[src/rtl/txd_pkg.sv]
package txd_pkg;
  localparam int LEN_W  = 13;
  localparam int ST_N   = 5;
  // flags word bit positions
  localparam int OWN_B  = 31;
  localparam int INT_B  = 30;
  localparam int LS_B   = 29;
  localparam int FS_B   = 28;
  localparam int PAD_B  = 26;
  localparam int CAPP_B = 25;
  localparam int CREP_B = 24;
  localparam int EOR_B  = 21;
  localparam int CHN_B  = 20;
  localparam int ESUM_B = 15;

  typedef enum logic [2:0] {
    ST_STOP, ST_RD_REQ, ST_RD_WAIT, ST_SUSP, ST_BUF1, ST_BUF2, ST_MAC, ST_WB
  } eng_st_e;
endpackage

[src/rtl/txd_wb_pack.sv]
module txd_wb_pack
  import txd_pkg::*;
(
  input  logic [31:0]     flags_i,
  input  logic [ST_N-1:0] stat_i,
  output logic [31:0]     word_o
);
  always_comb begin
    word_o         = flags_i;
    word_o[OWN_B]  = 1'b0;
    word_o[3:0]    = stat_i[3:0];
    word_o[5]      = stat_i[4];
    word_o[ESUM_B] = |stat_i;
  end
endmodule

[src/rtl/txd_next_ptr.sv]
module txd_next_ptr
  import txd_pkg::*;
#(
  parameter int ADDR_W     = 32,
  parameter int DESC_BYTES = 32
) (
  input  logic [ADDR_W-1:0] cur_i,
  input  logic [ADDR_W-1:0] base_i,
  input  logic [31:0]       flags_i,
  input  logic [ADDR_W-1:0] link_i,
  output logic [ADDR_W-1:0] nxt_o
);
  localparam logic [ADDR_W-1:0] STRIDE = ADDR_W'(DESC_BYTES);

  always_comb begin
    if (flags_i[CHN_B])      nxt_o = link_i;
    else if (flags_i[EOR_B]) nxt_o = base_i;
    else                     nxt_o = cur_i + STRIDE;
  end
endmodule

[src/rtl/txd_byte_streamer.sv]
module txd_byte_streamer
  import txd_pkg::*;
#(
  parameter int ADDR_W = 32
) (
  input  logic              clk_i,
  input  logic              rst_ni,
  input  logic              load_i,
  input  logic [ADDR_W-1:0] addr_i,
  input  logic [LEN_W-1:0]  len_i,
  input  logic              last_i,
  input  logic              sof_i,
  input  logic [2:0]        ctrl_i,
  output logic              done_o,
  output logic              mem_req_o,
  output logic [ADDR_W-3:0] mem_addr_o,
  input  logic              mem_gnt_i,
  input  logic              mem_rvalid_i,
  input  logic [31:0]       mem_rdata_i,
  output logic [7:0]        tdata_o,
  output logic              tvalid_o,
  input  logic              tready_i,
  output logic              tlast_o,
  output logic [3:0]        tctrl_o
);
  localparam int WA_W = ADDR_W - 2;

  logic             busy_q, pend_q, have_q, last_q, sof_q;
  logic [WA_W-1:0]  wptr_q;
  logic [1:0]       bidx_q;
  logic [LEN_W-1:0] rem_q;
  logic [2:0]       ctrl_q;
  logic [31:0]      word_q;
  logic             beat, fin;

  assign beat      = have_q & tready_i;
  assign fin       = beat & (rem_q == LEN_W'(1));
  assign done_o    = fin;
  assign mem_req_o = busy_q & ~have_q & ~pend_q;
  assign mem_addr_o = wptr_q;
  assign tvalid_o  = have_q;
  assign tdata_o   = word_q[8*bidx_q +: 8];
  assign tlast_o   = have_q & last_q & (rem_q == LEN_W'(1));
  assign tctrl_o   = {sof_q, ctrl_q};

  always_ff @(posedge clk_i or negedge rst_ni) begin
    if (!rst_ni) begin
      busy_q <= 1'b0; pend_q <= 1'b0; have_q <= 1'b0;
      last_q <= 1'b0; sof_q  <= 1'b0; ctrl_q <= '0;
      wptr_q <= '0;   bidx_q <= '0;   rem_q  <= '0;
      word_q <= '0;
    end else if (load_i) begin
      busy_q <= 1'b1; pend_q <= 1'b0; have_q <= 1'b0;
      wptr_q <= addr_i[ADDR_W-1:2];
      bidx_q <= addr_i[1:0];
      rem_q  <= len_i;
      last_q <= last_i;
      sof_q  <= sof_i;
      ctrl_q <= ctrl_i;
    end else begin
      if (mem_req_o && mem_gnt_i) pend_q <= 1'b1;
      if (pend_q && mem_rvalid_i) begin
        word_q <= mem_rdata_i;
        have_q <= 1'b1;
        pend_q <= 1'b0;
      end
      if (beat) begin
        rem_q  <= rem_q - LEN_W'(1);
        bidx_q <= bidx_q + 2'd1;
        sof_q  <= 1'b0;
        if (fin) begin
          busy_q <= 1'b0;
          have_q <= 1'b0;
        end else if (bidx_q == 2'd3) begin
          have_q <= 1'b0;
          wptr_q <= wptr_q + WA_W'(1);
        end
      end
    end
  end

  assert_hold_beat_R12: assert property (@(posedge clk_i) disable iff (!rst_ni)
    tvalid_o && !tready_i |=> tvalid_o && $stable(tdata_o) && $stable(tlast_o));

endmodule

[src/rtl/txd_ring_engine.sv]
module txd_ring_engine
  import txd_pkg::*;
#(
  parameter int ADDR_W     = 32,
  parameter int DESC_BYTES = 32
) (
  input  logic              clk_i,
  input  logic              rst_ni,
  input  logic              start_i,
  input  logic              poll_i,
  input  logic [ADDR_W-1:0] desc_base_i,
  output logic              mem_req_o,
  output logic              mem_we_o,
  output logic [ADDR_W-3:0] mem_addr_o,
  output logic [31:0]       mem_wdata_o,
  input  logic              mem_gnt_i,
  input  logic              mem_rvalid_i,
  input  logic [31:0]       mem_rdata_i,
  output logic [7:0]        tx_tdata_o,
  output logic              tx_tvalid_o,
  input  logic              tx_tready_i,
  output logic              tx_tlast_o,
  output logic [3:0]        tx_ctrl_o,
  input  logic              mac_done_i,
  input  logic [ST_N-1:0]   mac_status_i,
  output logic              irq_o
);
  localparam int WA_W = ADDR_W - 2;

  eng_st_e           state_q, state_d, post_st;
  logic [ADDR_W-1:0] cur_q, nxt_ptr;
  logic [1:0]        widx_q;
  logic [31:0]       flg_q, size_q, b1_q, b2_q, wb_word;
  logic [ST_N-1:0]   stat_q;
  logic              irq_q;
  logic [LEN_W-1:0]  len1, len2;

  logic              ld, ld_last, ld_sof;
  logic [ADDR_W-1:0] ld_addr;
  logic [LEN_W-1:0]  ld_len;
  logic              str_done, str_req;
  logic [WA_W-1:0]   str_addr;
  logic              top_req;
  logic [WA_W-1:0]   top_addr;

  assign len1    = size_q[LEN_W-1:0];
  assign len2    = flg_q[CHN_B] ? '0 : size_q[16 +: LEN_W];
  assign post_st = flg_q[LS_B] ? ST_MAC : ST_WB;

  always_comb begin
    state_d = state_q;
    ld      = 1'b0;
    ld_addr = b1_q[ADDR_W-1:0];
    ld_len  = len1;
    ld_last = 1'b0;
    ld_sof  = 1'b0;
    unique case (state_q)
      ST_STOP:   if (start_i) state_d = ST_RD_REQ;
      ST_RD_REQ: if (mem_gnt_i) state_d = ST_RD_WAIT;
      ST_RD_WAIT: if (mem_rvalid_i) begin
        if (widx_q == 2'd0 && !mem_rdata_i[OWN_B]) begin
          state_d = ST_SUSP;
        end else if (widx_q == 2'd3) begin
          if (len1 != '0) begin
            ld      = 1'b1;
            ld_last = flg_q[LS_B] && (len2 == '0);
            ld_sof  = flg_q[FS_B];
            state_d = ST_BUF1;
          end else if (len2 != '0) begin
            ld      = 1'b1;
            ld_addr = mem_rdata_i[ADDR_W-1:0];
            ld_len  = len2;
            ld_last = flg_q[LS_B];
            ld_sof  = flg_q[FS_B];
            state_d = ST_BUF2;
          end else begin
            state_d = post_st;
          end
        end else begin
          state_d = ST_RD_REQ;
        end
      end
      ST_SUSP: begin
        if (!start_i)    state_d = ST_STOP;
        else if (poll_i) state_d = ST_RD_REQ;
      end
      ST_BUF1: if (str_done) begin
        if (len2 != '0) begin
          ld      = 1'b1;
          ld_addr = b2_q[ADDR_W-1:0];
          ld_len  = len2;
          ld_last = flg_q[LS_B];
          state_d = ST_BUF2;
        end else begin
          state_d = post_st;
        end
      end
      ST_BUF2: if (str_done) state_d = post_st;
      ST_MAC:  if (mac_done_i) state_d = ST_WB;
      ST_WB:   if (mem_gnt_i) state_d = start_i ? ST_RD_REQ : ST_STOP;
      default: state_d = ST_STOP;
    endcase
  end

  always_ff @(posedge clk_i or negedge rst_ni) begin
    if (!rst_ni) begin
      state_q <= ST_STOP;
      cur_q   <= '0;
      widx_q  <= '0;
      flg_q   <= '0;
      size_q  <= '0;
      b1_q    <= '0;
      b2_q    <= '0;
      stat_q  <= '0;
      irq_q   <= 1'b0;
    end else begin
      state_q <= state_d;
      irq_q   <= 1'b0;
      unique case (state_q)
        ST_STOP: if (start_i) begin
          cur_q  <= desc_base_i;
          widx_q <= '0;
        end
        ST_RD_WAIT: if (mem_rvalid_i) begin
          unique case (widx_q)
            2'd0:    flg_q  <= mem_rdata_i;
            2'd1:    size_q <= mem_rdata_i;
            2'd2:    b1_q   <= mem_rdata_i;
            default: b2_q   <= mem_rdata_i;
          endcase
          widx_q <= (state_d == ST_RD_REQ) ? widx_q + 2'd1 : 2'd0;
          stat_q <= '0;
        end
        ST_MAC: if (mac_done_i) stat_q <= mac_status_i;
        ST_WB: if (mem_gnt_i) begin
          cur_q <= nxt_ptr;
          irq_q <= flg_q[INT_B];
        end
        default: ;
      endcase
    end
  end

  txd_wb_pack u_pack (
    .flags_i (flg_q),
    .stat_i  (stat_q),
    .word_o  (wb_word)
  );

  txd_next_ptr #(.ADDR_W(ADDR_W), .DESC_BYTES(DESC_BYTES)) u_next (
    .cur_i   (cur_q),
    .base_i  (desc_base_i),
    .flags_i (flg_q),
    .link_i  (b2_q[ADDR_W-1:0]),
    .nxt_o   (nxt_ptr)
  );

  txd_byte_streamer #(.ADDR_W(ADDR_W)) u_str (
    .clk_i        (clk_i),
    .rst_ni       (rst_ni),
    .load_i       (ld),
    .addr_i       (ld_addr),
    .len_i        (ld_len),
    .last_i       (ld_last),
    .sof_i        (ld_sof),
    .ctrl_i       ({flg_q[PAD_B], flg_q[CREP_B], flg_q[CAPP_B]}),
    .done_o       (str_done),
    .mem_req_o    (str_req),
    .mem_addr_o   (str_addr),
    .mem_gnt_i    (mem_gnt_i),
    .mem_rvalid_i (mem_rvalid_i),
    .mem_rdata_i  (mem_rdata_i),
    .tdata_o      (tx_tdata_o),
    .tvalid_o     (tx_tvalid_o),
    .tready_i     (tx_tready_i),
    .tlast_o      (tx_tlast_o),
    .tctrl_o      (tx_ctrl_o)
  );

  assign top_req     = (state_q == ST_RD_REQ) || (state_q == ST_WB);
  assign top_addr    = (state_q == ST_RD_REQ) ? cur_q[ADDR_W-1:2] + WA_W'(widx_q)
                                              : cur_q[ADDR_W-1:2];
  assign mem_req_o   = top_req | str_req;
  assign mem_we_o    = (state_q == ST_WB);
  assign mem_addr_o  = top_req ? top_addr : str_addr;
  assign mem_wdata_o = wb_word;
  assign irq_o       = irq_q;

  assert_own_clear_R8: assert property (@(posedge clk_i) disable iff (!rst_ni)
    mem_req_o && mem_we_o |-> !mem_wdata_o[OWN_B]);

  assert_err_summary_R8: assert property (@(posedge clk_i) disable iff (!rst_ni)
    mem_req_o && mem_we_o |-> mem_wdata_o[ESUM_B] == |{mem_wdata_o[5], mem_wdata_o[3:0]});

  assert_tlast_last_seg_R6: assert property (@(posedge clk_i) disable iff (!rst_ni)
    tx_tvalid_o && tx_tlast_o |-> flg_q[LS_B]);

  assert_irq_after_write_R9: assert property (@(posedge clk_i) disable iff (!rst_ni)
    irq_o |-> $past(mem_req_o && mem_we_o && mem_gnt_i));

  assert_suspend_quiet_R2: assert property (@(posedge clk_i) disable iff (!rst_ni)
    state_q == ST_SUSP |-> !mem_req_o && !tx_tvalid_o);

endmodule

[config.mk]
export PLATFORM = sky130hd
export DESIGN_NAME = txd_ring_engine
export DESIGN_NICKNAME = d
export VERILOG_FILES = /design/src/rtl/txd_pkg.sv /design/src/rtl/txd_wb_pack.sv /design/src/rtl/txd_next_ptr.sv /design/src/rtl/txd_byte_streamer.sv /design/src/rtl/txd_ring_engine.sv
export SDC_FILE = /design/constraint.sdc
export NUM_CORES = 1
export LEC_CHECK = 0
export BUFFER_PORTS_ARGS = -buffer_cell sky130_fd_sc_hd__buf_2
export CAP_MARGIN = 0
export CORE_UTILIZATION = 30
export DETAILED_ROUTE_END_ITERATION = 6
export PLACE_DENSITY = 0.48
export SYNTH_ARGS = -nofsm -noshare
export SYNTH_HDL_FRONTEND = slang
export SYNTH_HIERARCHICAL = 1
export SYNTH_SLANG_ARGS = --single-unit
[constraint.sdc]
create_clock -name clk_i -period 3.6 [get_ports clk_i]
set_input_delay 0.54 -clock clk_i [delete_from_list [all_inputs] [get_ports clk_i]]
set_output_delay 0.54 -clock clk_i [all_outputs]
set_load 0.05 [all_outputs]
After elaboration in Yosys (flattened, before gate mapping) --
Index checks and enable logic that the tools add are counted.
Storage, ports and cells: output and inout port bits 79, bits in latches 0, logic and storage cells 174, memory bits (writable) 0, bits of input ports 77, memories 0, memory bits (read-only) 0, register bits 252
Operators by class: reduce and logical (&&, ||, !) cells 30, order comparisons 0, bitwise operators 11, div/mod/pow operators 0, mux-type cells 89, shift-type cells 1, equality and inequality tests 18, add/subtract/negate cells 6, multipliers 0
Operators with widths (number):
- 2-to-1 mux 32 bit | 11
- 2-to-1 mux 30 bit | 6
- one-hot mux 32 bit (2 select lines) | 2
- 2-to-1 mux 13 bit | 9
- 2-to-1 mux 1 bit | 35
- 2-to-1 mux 3 bit | 11
- adder 32 x 6 -> 32 bit, second input constant | 1
- variable part select 32 x 6 -> 8 bit | 1
- adder 30 x 1 -> 30 bit, second input constant | 1
- adder 30 x 2 -> 30 bit | 1
- one-hot mux 13 bit (2 select lines) | 1
- nonzero test 13 bit | 2
- one-hot mux 3 bit (8 select lines) | 1
- AND reduction 3 bit | 8
- 2-to-1 mux 2 bit | 7
- equality test 13 x 1 -> 1 bit, second input constant | 1
- logical NOT 13 bit | 1
- subtractor 13 x 1 -> 13 bit, second input constant | 1
- equality test 3 bit, second input constant | 4
- nonzero test 2 bit | 6
- 2-to-1 mux 5 bit | 2
- one-hot mux 5 bit (2 select lines) | 1
- inequality test 2 bit, second input constant | 4
- bitwise AND 1 bit | 6
- 19 further kinds | 32

Longest topological paths before layout --
Gate-level depths: netlist of the first run.
depth in word-level cells 12, gate-level depth with buffers 17, depth with buffers taken out 12

By module --
The synthesis of the first run kept the hierarchy.
By module, submodules not included:
- txd_ring_engine | instances 1, sequential area each 4129.0 um^2, area an instance 8603.3 um^2, cells an instance 766
- txd_byte_streamer | instances 1, sequential area each 2127.0 um^2, area an instance 4292.9 um^2, cells an instance 396
- txd_next_ptr | instances 1, sequential area each 0.0 um^2, area an instance 1086.0 um^2, cells an instance 163
- txd_wb_pack | instances 1, sequential area each 0.0 um^2, area an instance 249.0 um^2, cells an instance 35

Worst setup path before layout of the first run --
Ideal clock, no wire load.
path type register to register, from register u_str.rem_q[1], to register u_str.word_q[12], setup time 125 ps, stages on the path, launching flop included 18, arrival time 3919 ps, clock period less this slack 4044 ps, setup slack -444 ps, data required time 3475 ps, buffers on the path 5, cells stage by stage dfrtp_1 inv_1 ha_1 nor4b_1 and4b_1 buf_2 buf_1 and3_1 nand2_1 or3_1 or2_0 clkbuf_1 o21ai_0 clkbuf_1 clkinv_1 nand3_1 clkbuf_1 mux2_2
Between the ends: longest elaborated chain between the ends 6
RTL lines:
- from (decl) | RTL line txd_byte_streamer.sv:31 | logic [LEN_W-1:0] rem_q;
- from (signal assigned) | RTL line txd_byte_streamer.sv:56 | rem_q <= len_i;
- from (signal assigned) | RTL line txd_byte_streamer.sv:68 | rem_q <= rem_q - LEN_W'(1);
- equality test 13 x 1 -> 1 bit | RTL line txd_byte_streamer.sv:37 | assign fin = beat & (rem_q == LEN_W'(1));
- bitwise AND 1 bit | RTL line txd_byte_streamer.sv:37
- named net str_done | RTL line txd_ring_engine.sv:41 | logic str_done, str_req;
- 2-to-1 mux 1 bit | RTL line txd_ring_engine.sv:87 | ST_BUF1: if (str_done) begin
- one-hot mux 1 bit (2 select lines) | RTL line txd_ring_engine.sv:57 | unique case (state_q)
- named net ld | RTL line txd_ring_engine.sv:38 | logic ld, ld_last, ld_sof;
- inverter 1 bit (no line)
- AND reduction 2 bit (no line)
- to (signal assigned) | RTL line txd_byte_streamer.sv:63 | word_q <= mem_rdata_i;
- to (decl) | RTL line txd_byte_streamer.sv:33 | logic [31:0] word_q;
The timed path passes the listed nets, and every way through them passes these cells. A chain may end at the register's enable or synchronous reset.

Worst setup path after layout of the first run --
from register cur_q[6], to output port mem_addr_o[13]
Between the ends: longest elaborated chain between the ends 3
RTL lines:
- from (decl) | RTL line txd_ring_engine.sv:31 | logic [ADDR_W-1:0] cur_q, nxt_ptr;
- from (signal assigned) | RTL line txd_ring_engine.sv:121 | cur_q <= desc_base_i;
- from (signal assigned) | RTL line txd_ring_engine.sv:136 | cur_q <= nxt_ptr;
- adder 30 x 2 -> 30 bit | RTL line txd_ring_engine.sv:181 | assign top_addr = (state_q == ST_RD_REQ) ? cur_q[ADDR_W-1:2] + WA_W'(widx_q)
- 2-to-1 mux 30 bit | RTL line txd_ring_engine.sv:181
- 2-to-1 mux 30 bit | RTL line txd_ring_engine.sv:185 | assign mem_addr_o = top_req ? top_addr : str_addr;
- to (decl) | RTL line txd_ring_engine.sv:14 | output logic [ADDR_W-3:0] mem_addr_o,
Every way passes these cells.

==> results of run 1 <==
-- sequential cells by signal, summed over array words and instances (netlist names), 5 cells and up --
name,count
u_str/rem_q,13
b2_q,32
size_q,26
cur_q,30
u_str/mem_addr_o,30
b1_q,32
flg_q,25
u_str/word_q,32
stat_q,5
-- final cells by class --
| type | instances | area (um2) |
|---|---|---|
| Fill cell | 4682 | 29200 |
| Timing Repair Buffer | 197 | 1200 |
| Clock buffer | 40 | 797 |
| Clock inverter | 13 | 186 |
| Tap cell | 600 | 751 |
| Multi-Input combinational cell | 958 | 7180 |
| Inverter | 23 | 87.6 |
| Sequential cell | 241 | 6030 |
-- power by group through the flow --
stage               Combinational (uW)  Sequential [uW]  Clock [uW]
floorplan                         4390             4300           0
global placement                  5640             4500           0
detailed placement                5690             4540           0
CTS                               5720             4500        3160
global route                      6110             4640        3280
finish                            5700             4510        3070
-- critical path: stages, from the launching register on --
cell	delay [ns]
dfrtp_1	0.58
and4bb_1	0.41
nand4b_1	0.24
buf_4	0.23
nor3_2	0.12
xnor2_1	0.08
o21ai_1	0.36
buf_2	0.35
-- cells in the final DEF (no fill, tap or decap), types with 20 or more instances in the layout --
master / count
nand2_1: 151
a22o_1: 47
a21o_1: 35
nor2_1: 40
dfrtp_1: 238
nor4_1: 20
xnor2_1: 59
buf_2: 146
inv_1: 20
mux2_2: 158
clkbuf_16: 29
o21ai_1: 28
a21oi_1: 22
o21ai_0: 93
xor2_1: 28
nand3_1: 29
buf_4: 43
mux2i_1: 37
-- metrics by stage --
stage / instance area, um2 / setup WS (ns) / util (%)
3_3_place_gp: 15200 / 0.288 / 33.4
2_1_floorplan: 13900 / 0.00440 / -
3_5_place_dp: 15200 / 0.254 / 33.4
5_1_grt: 16200 / 0.00252 / 35.7
6_report: 16200 / 0.118 / 35.7
4_1_cts: 16200 / 0.0405 / 35.7
-- worst paths after layout --
kind | start | end | slack [ns] | cells past startpoint
hold / removal | mac_status_i[3] | stat_q[3] | 0.19 | 2
max in group asynchronous | rst_ni | cur_q[23] | 2.14 | 3
hold reg to reg | flg_q[10] | flg_q[10] | 0.50 | 1
min in group asynchronous | rst_ni | cur_q[19] | 0.53 | 2
setup reg to reg | u_str/rem_q[9] | u_str/word_q[22] | 0.26 | 11
setup / recovery | cur_q[6] | mem_addr_o[13] | 0.12 | 7
-- metal layers --
metal / track usage (%) / part of all wire, %
met1: 26.6 / 46
met2: 33.1 / 49
met5: 0 / 0
met3: 2.19 / 3.6
met4: 4.74 / 2.1
-- timing repair --
item	4_1_cts	5_1_grt
hold endpoints to repair	5	0
hold buffers	1	0
pin swaps	1	1
setup buffers	2	1
endpoints found under the setup margin	9	6
gates resized for setup	6	7
==> impl_metrics.toml, run 1 <==
[run_status]
status = "complete, no violations"

[sta]
report.final.hold_viol_count = 0
maxSlewHeadroom_pct = 24.9
rsz0062_at_grt = "no"
fmax_mhz = 287
layout_min_cycle_time_ns = 3.48
tightestPinTransition_ns = 1.12
fin_worst_skew_ns = 0.0309
holdWs_ns = 0.186
slew_viol_final = 0
fin_tns_setup_ns = 0
post-route-period-util_pct = 96.7
finalSetupViolations = 0

[run]
cap_violations = 0

[layout]
layoutNonFillerInstCount = 2072
finalNetCount = 1540
diodes = 0
area_growth_pct = 17.2
drive_gt1_share_pct = 30.8

[critical_path]
start_kind = "register"
crit_arrival_ns = 2.94
crit_type = "reg2out"
worstPathMaxFanout = 6
worstSetupEndpointType = "output pin"
crit_required_ns = 3.06

[die]
fp.dieArea_mm2 = 0.0470
die_w_um = 217
die_h_um = 217
initial_core_util_pct = 30.5
fp-row-count = 78
io_pins = 156
core_area_mm2 = 0.0455

[clock_network]
clkSinkCount = 241
cts-root-buf = "clkbuf_16"
clk_path_buf_depth = 3
path_clk_slew_ns = 0.06
clkLatencyLatePin_ns = 0.59
htree_levels = 1
cts_tree = "built"
cts_made_buffers = 29

[power]
powerDensity_mw_per_mm2 = 817
clock_power_share_pct = 23.1
fin_total_pwr_uw = 13300
switching_share_pct = 43.6
internal_power_uw = 7490
p_seq_share_pct = 33.9
ir_drop_uv = 508
p_sw_uw = 5780
leakage_uw = 0.00730
combPwrFrac_pct = 42.9

[grt]
grt_max_degree = 90
grt_pass1_wl_um = 69700
grt_pass1_vias = 10700
grt-ovfl-total = 0
grt_antenna_before_repair = 1
grt_usage_pct = 19.6

[synth]
syn-instance-count = 1332
synth_area_per_cell_um2 = 10.4
synth_area_mm2 = 0.0139
ys_warn_count = 6
syn-num-nets = 1422

[placement]
dp.cells = 2015
gp_congestion = 0.845
hpwlAfterDp_um = 33000
port_buffers = 152

[route]
routedWlPerCell_um = 22.2
remaining_drc_errors = 0
route.antenna.remaining_nets = 0
drt_iter0_drc = 673
dr_total_vias = 10700
drt-total-wl_um = 45900
drtPass1Iterations = 5
vias_per_cell = 5.18

[min_path]
min_path_type = "in2reg"
Note: power is estimated with default switching activity, not from simulation.
==> run 2, diff against run 1 <==
CORE_UTILIZATION = 50   (was 30)
PLACE_DENSITY = 0.72   (was 0.48)
==> run 2 against run 1 <==
Effect of this change: worst hold slack improved by 0.040 ns; clock power fell by 16%; global-route usage rose by 8.6 points; core utilization rose by 22 points; die area fell by 40%; total power fell by 4.4%; critical path depth rose by 3.
==> impl_metrics.toml, run 2 (same netlist as run 1, synthesis figures left out) <==
[grt]
use_met3_pct = 3.48
grt_pass1_wl_um = 61500
grt_antenna_before_repair = 2
busiest_layer = "met2"
met1_usage_pct = 41.0
met2_usage_pct = 44.7
grt_max_degree = 89
grt_pass1_vias = 10600
grt-ovfl-total = 0
grt_usage_pct = 28.1

[layout]
nFillCells = 2311
layout_common_cells = "dfrtp_1, mux2_2, nand2_1"
area_growth_pct = 13.5
postLayoutCoreUtil_pct = 58.0
mostFrequentLayoutCell = "dfrtp_1"
diodes = 0
finalNetCount = 1535
largest_registers = "b1_q: 32 flops, b2_q: 32 flops, u_str/word_q: 32 flops"
drive_gt1_share_pct = 30.1

[sta]
slew_viol_final = 0
fmax_mhz = 286
fin_worst_skew_ns = 0.0254
holdWs_ns = 0.225
rsz0062_at_grt = "no"
layout_min_cycle_time_ns = 3.49
maxSlewHeadroom_pct = 25.6
tightestPinTransition_ns = 1.11
finalSetupViolations = 0
report.final.hold_viol_count = 0
post-route-period-util_pct = 97.1
setup_ws_ns = 0.105
fin_tns_setup_ns = 0

[critical_path]
worstSetupEndpointType = "output pin"
crit_type = "reg2out"
worstPathMaxFanout = 12
crit_chain = "ha_1 > inv_1 > fa_1 > inv_1 > nand4_1 > buf_4 > and3b_1 > xnor2_1 > o21ai_0 > clkbuf_4"
cp_top_family = "buffers and inverters"
crit_path_max_incr_delay_ns = 0.42
crit_required_ns = 3.06
crit_arrival_ns = 2.95
cpMostUsedCell = "inv_1"
critical_path.slowest_cell = "dfrtp_1"
crit_buf_inv = 4
start_kind = "register"

[clock_network]
clk_path_buf_depth = 3
path_clk_slew_ns = 0.06
htree_levels = 1
clkSinkCount = 241
cts_tree = "built"
cts_made_buffers = 27
clkLatencyLatePin_ns = 0.55
cts-root-buf = "clkbuf_16"

[die]
initial_core_util_pct = 51.1
die_w_um = 168
core_area_mm2 = 0.0271
die_h_um = 168
fp-row-count = 60
io_pins = 156
fp.dieArea_mm2 = 0.0284

[route]
drtPass1Iterations = 5
dr_total_vias = 11000
drt_iter0_drc = 997
vias_per_cell = 6.01
routedWlPerCell_um = 21.6
route.antenna.remaining_nets = 0
drt-total-wl_um = 39700
remaining_drc_errors = 0

[min_path]
min_path_type = "in2reg"

[power]
fin_total_pwr_uw = 12700
powerDensity_mw_per_mm2 = 807
ir_drop_uv = 580
leakage_uw = 0.00718

[placement]
place_ws_ns = 0.223
gp_congestion = 0.899
port_buffers = 152
hpwlAfterDp_um = 28100

[run]
cap_violations = 0

[run_status]
status = "complete, no violations"
-- run 2: layer usage --
layer / vias up / part of all wire [%]
met5: - / 0.028
met4: 2 / 2.0
met3: 59 / 7.2
met2: 450 / 46
met1: 5512 / 45
li1: 5012 / -
-- run 2: layout make-up --
| type | instances | area [um2] | share of cell area, % |
|---|---|---|---|
| well taps | 372 | 465 | 2.96 |
| flip-flops and latches | 241 | 6030 | 38.4 |
| inverters | 23 | 88.8 | 0.565 |
| clock buffers | 38 | 757 | 4.82 |
| clock inverters | 9 | 61.3 | 0.390 |
| repair buffers | 194 | 1140 | 7.27 |
| multi-input cells | 958 | 7170 | 45.6 |
-- run 2: worst reg2reg max path: stages, from the launching register on --
cell,delay [ns]
dfrtp_1,0.39
inv_1,0.10
ha_1,0.16
nor4b_1,0.25
and4b_1,0.27
and3_1,0.23
nand2_1,0.08
or3_1,0.38
or2_0,0.31
o21ai_4,0.12
inv_4,0.12
nand3_1,0.14
buf_12,0.22
mux2_2,0.41
-- run 2: timing repair --
| action | CTS | global route |
|---|---|---|
| setup endpoints to repair | 0 | 35 |
| resized for setup | 0 | 4 |
| hold buffers | 1 | 0 |
| hold endpoints to repair | 59 | 0 |
| buffers inserted | 0 | 1 |
-- run 2: path summary, 6_finish.rpt --
path / from / to / slack [ns] / cells after the start
hold / removal: mac_status_i[3] / stat_q[3] / 0.23 / 2
hold reg to reg: u_str/ctrl_q[1] / u_str/ctrl_q[1] / 0.50 / 1
max in group asynchronous: rst_ni / widx_q[0] / 2.23 / 3
setup / recovery: cur_q[2] / mem_addr_o[14] / 0.11 / 10
min in group asynchronous: rst_ni / cur_q[18] / 0.54 / 2
setup reg to reg: u_str/rem_q[1] / u_str/word_q[7] / 0.30 / 13
-- run 2: metrics by stage --
step           cells  instance area [um2]
3_5_place_dp    1786                14900
6_report        1835                15700
3_3_place_gp    1786                14900
4_1_cts         1834                15700
5_1_grt         1835                15700
2_1_floorplan   1332                13900
-- run 2: report_power, final --
| part | internal (uW) | total (uW) | switching (uW) |
|---|---|---|---|
| Sequential | 3600 | 4450 | 855 |
| Combinational | 2010 | 5660 | 3650 |
| Clock | 1460 | 2580 | 1120 |
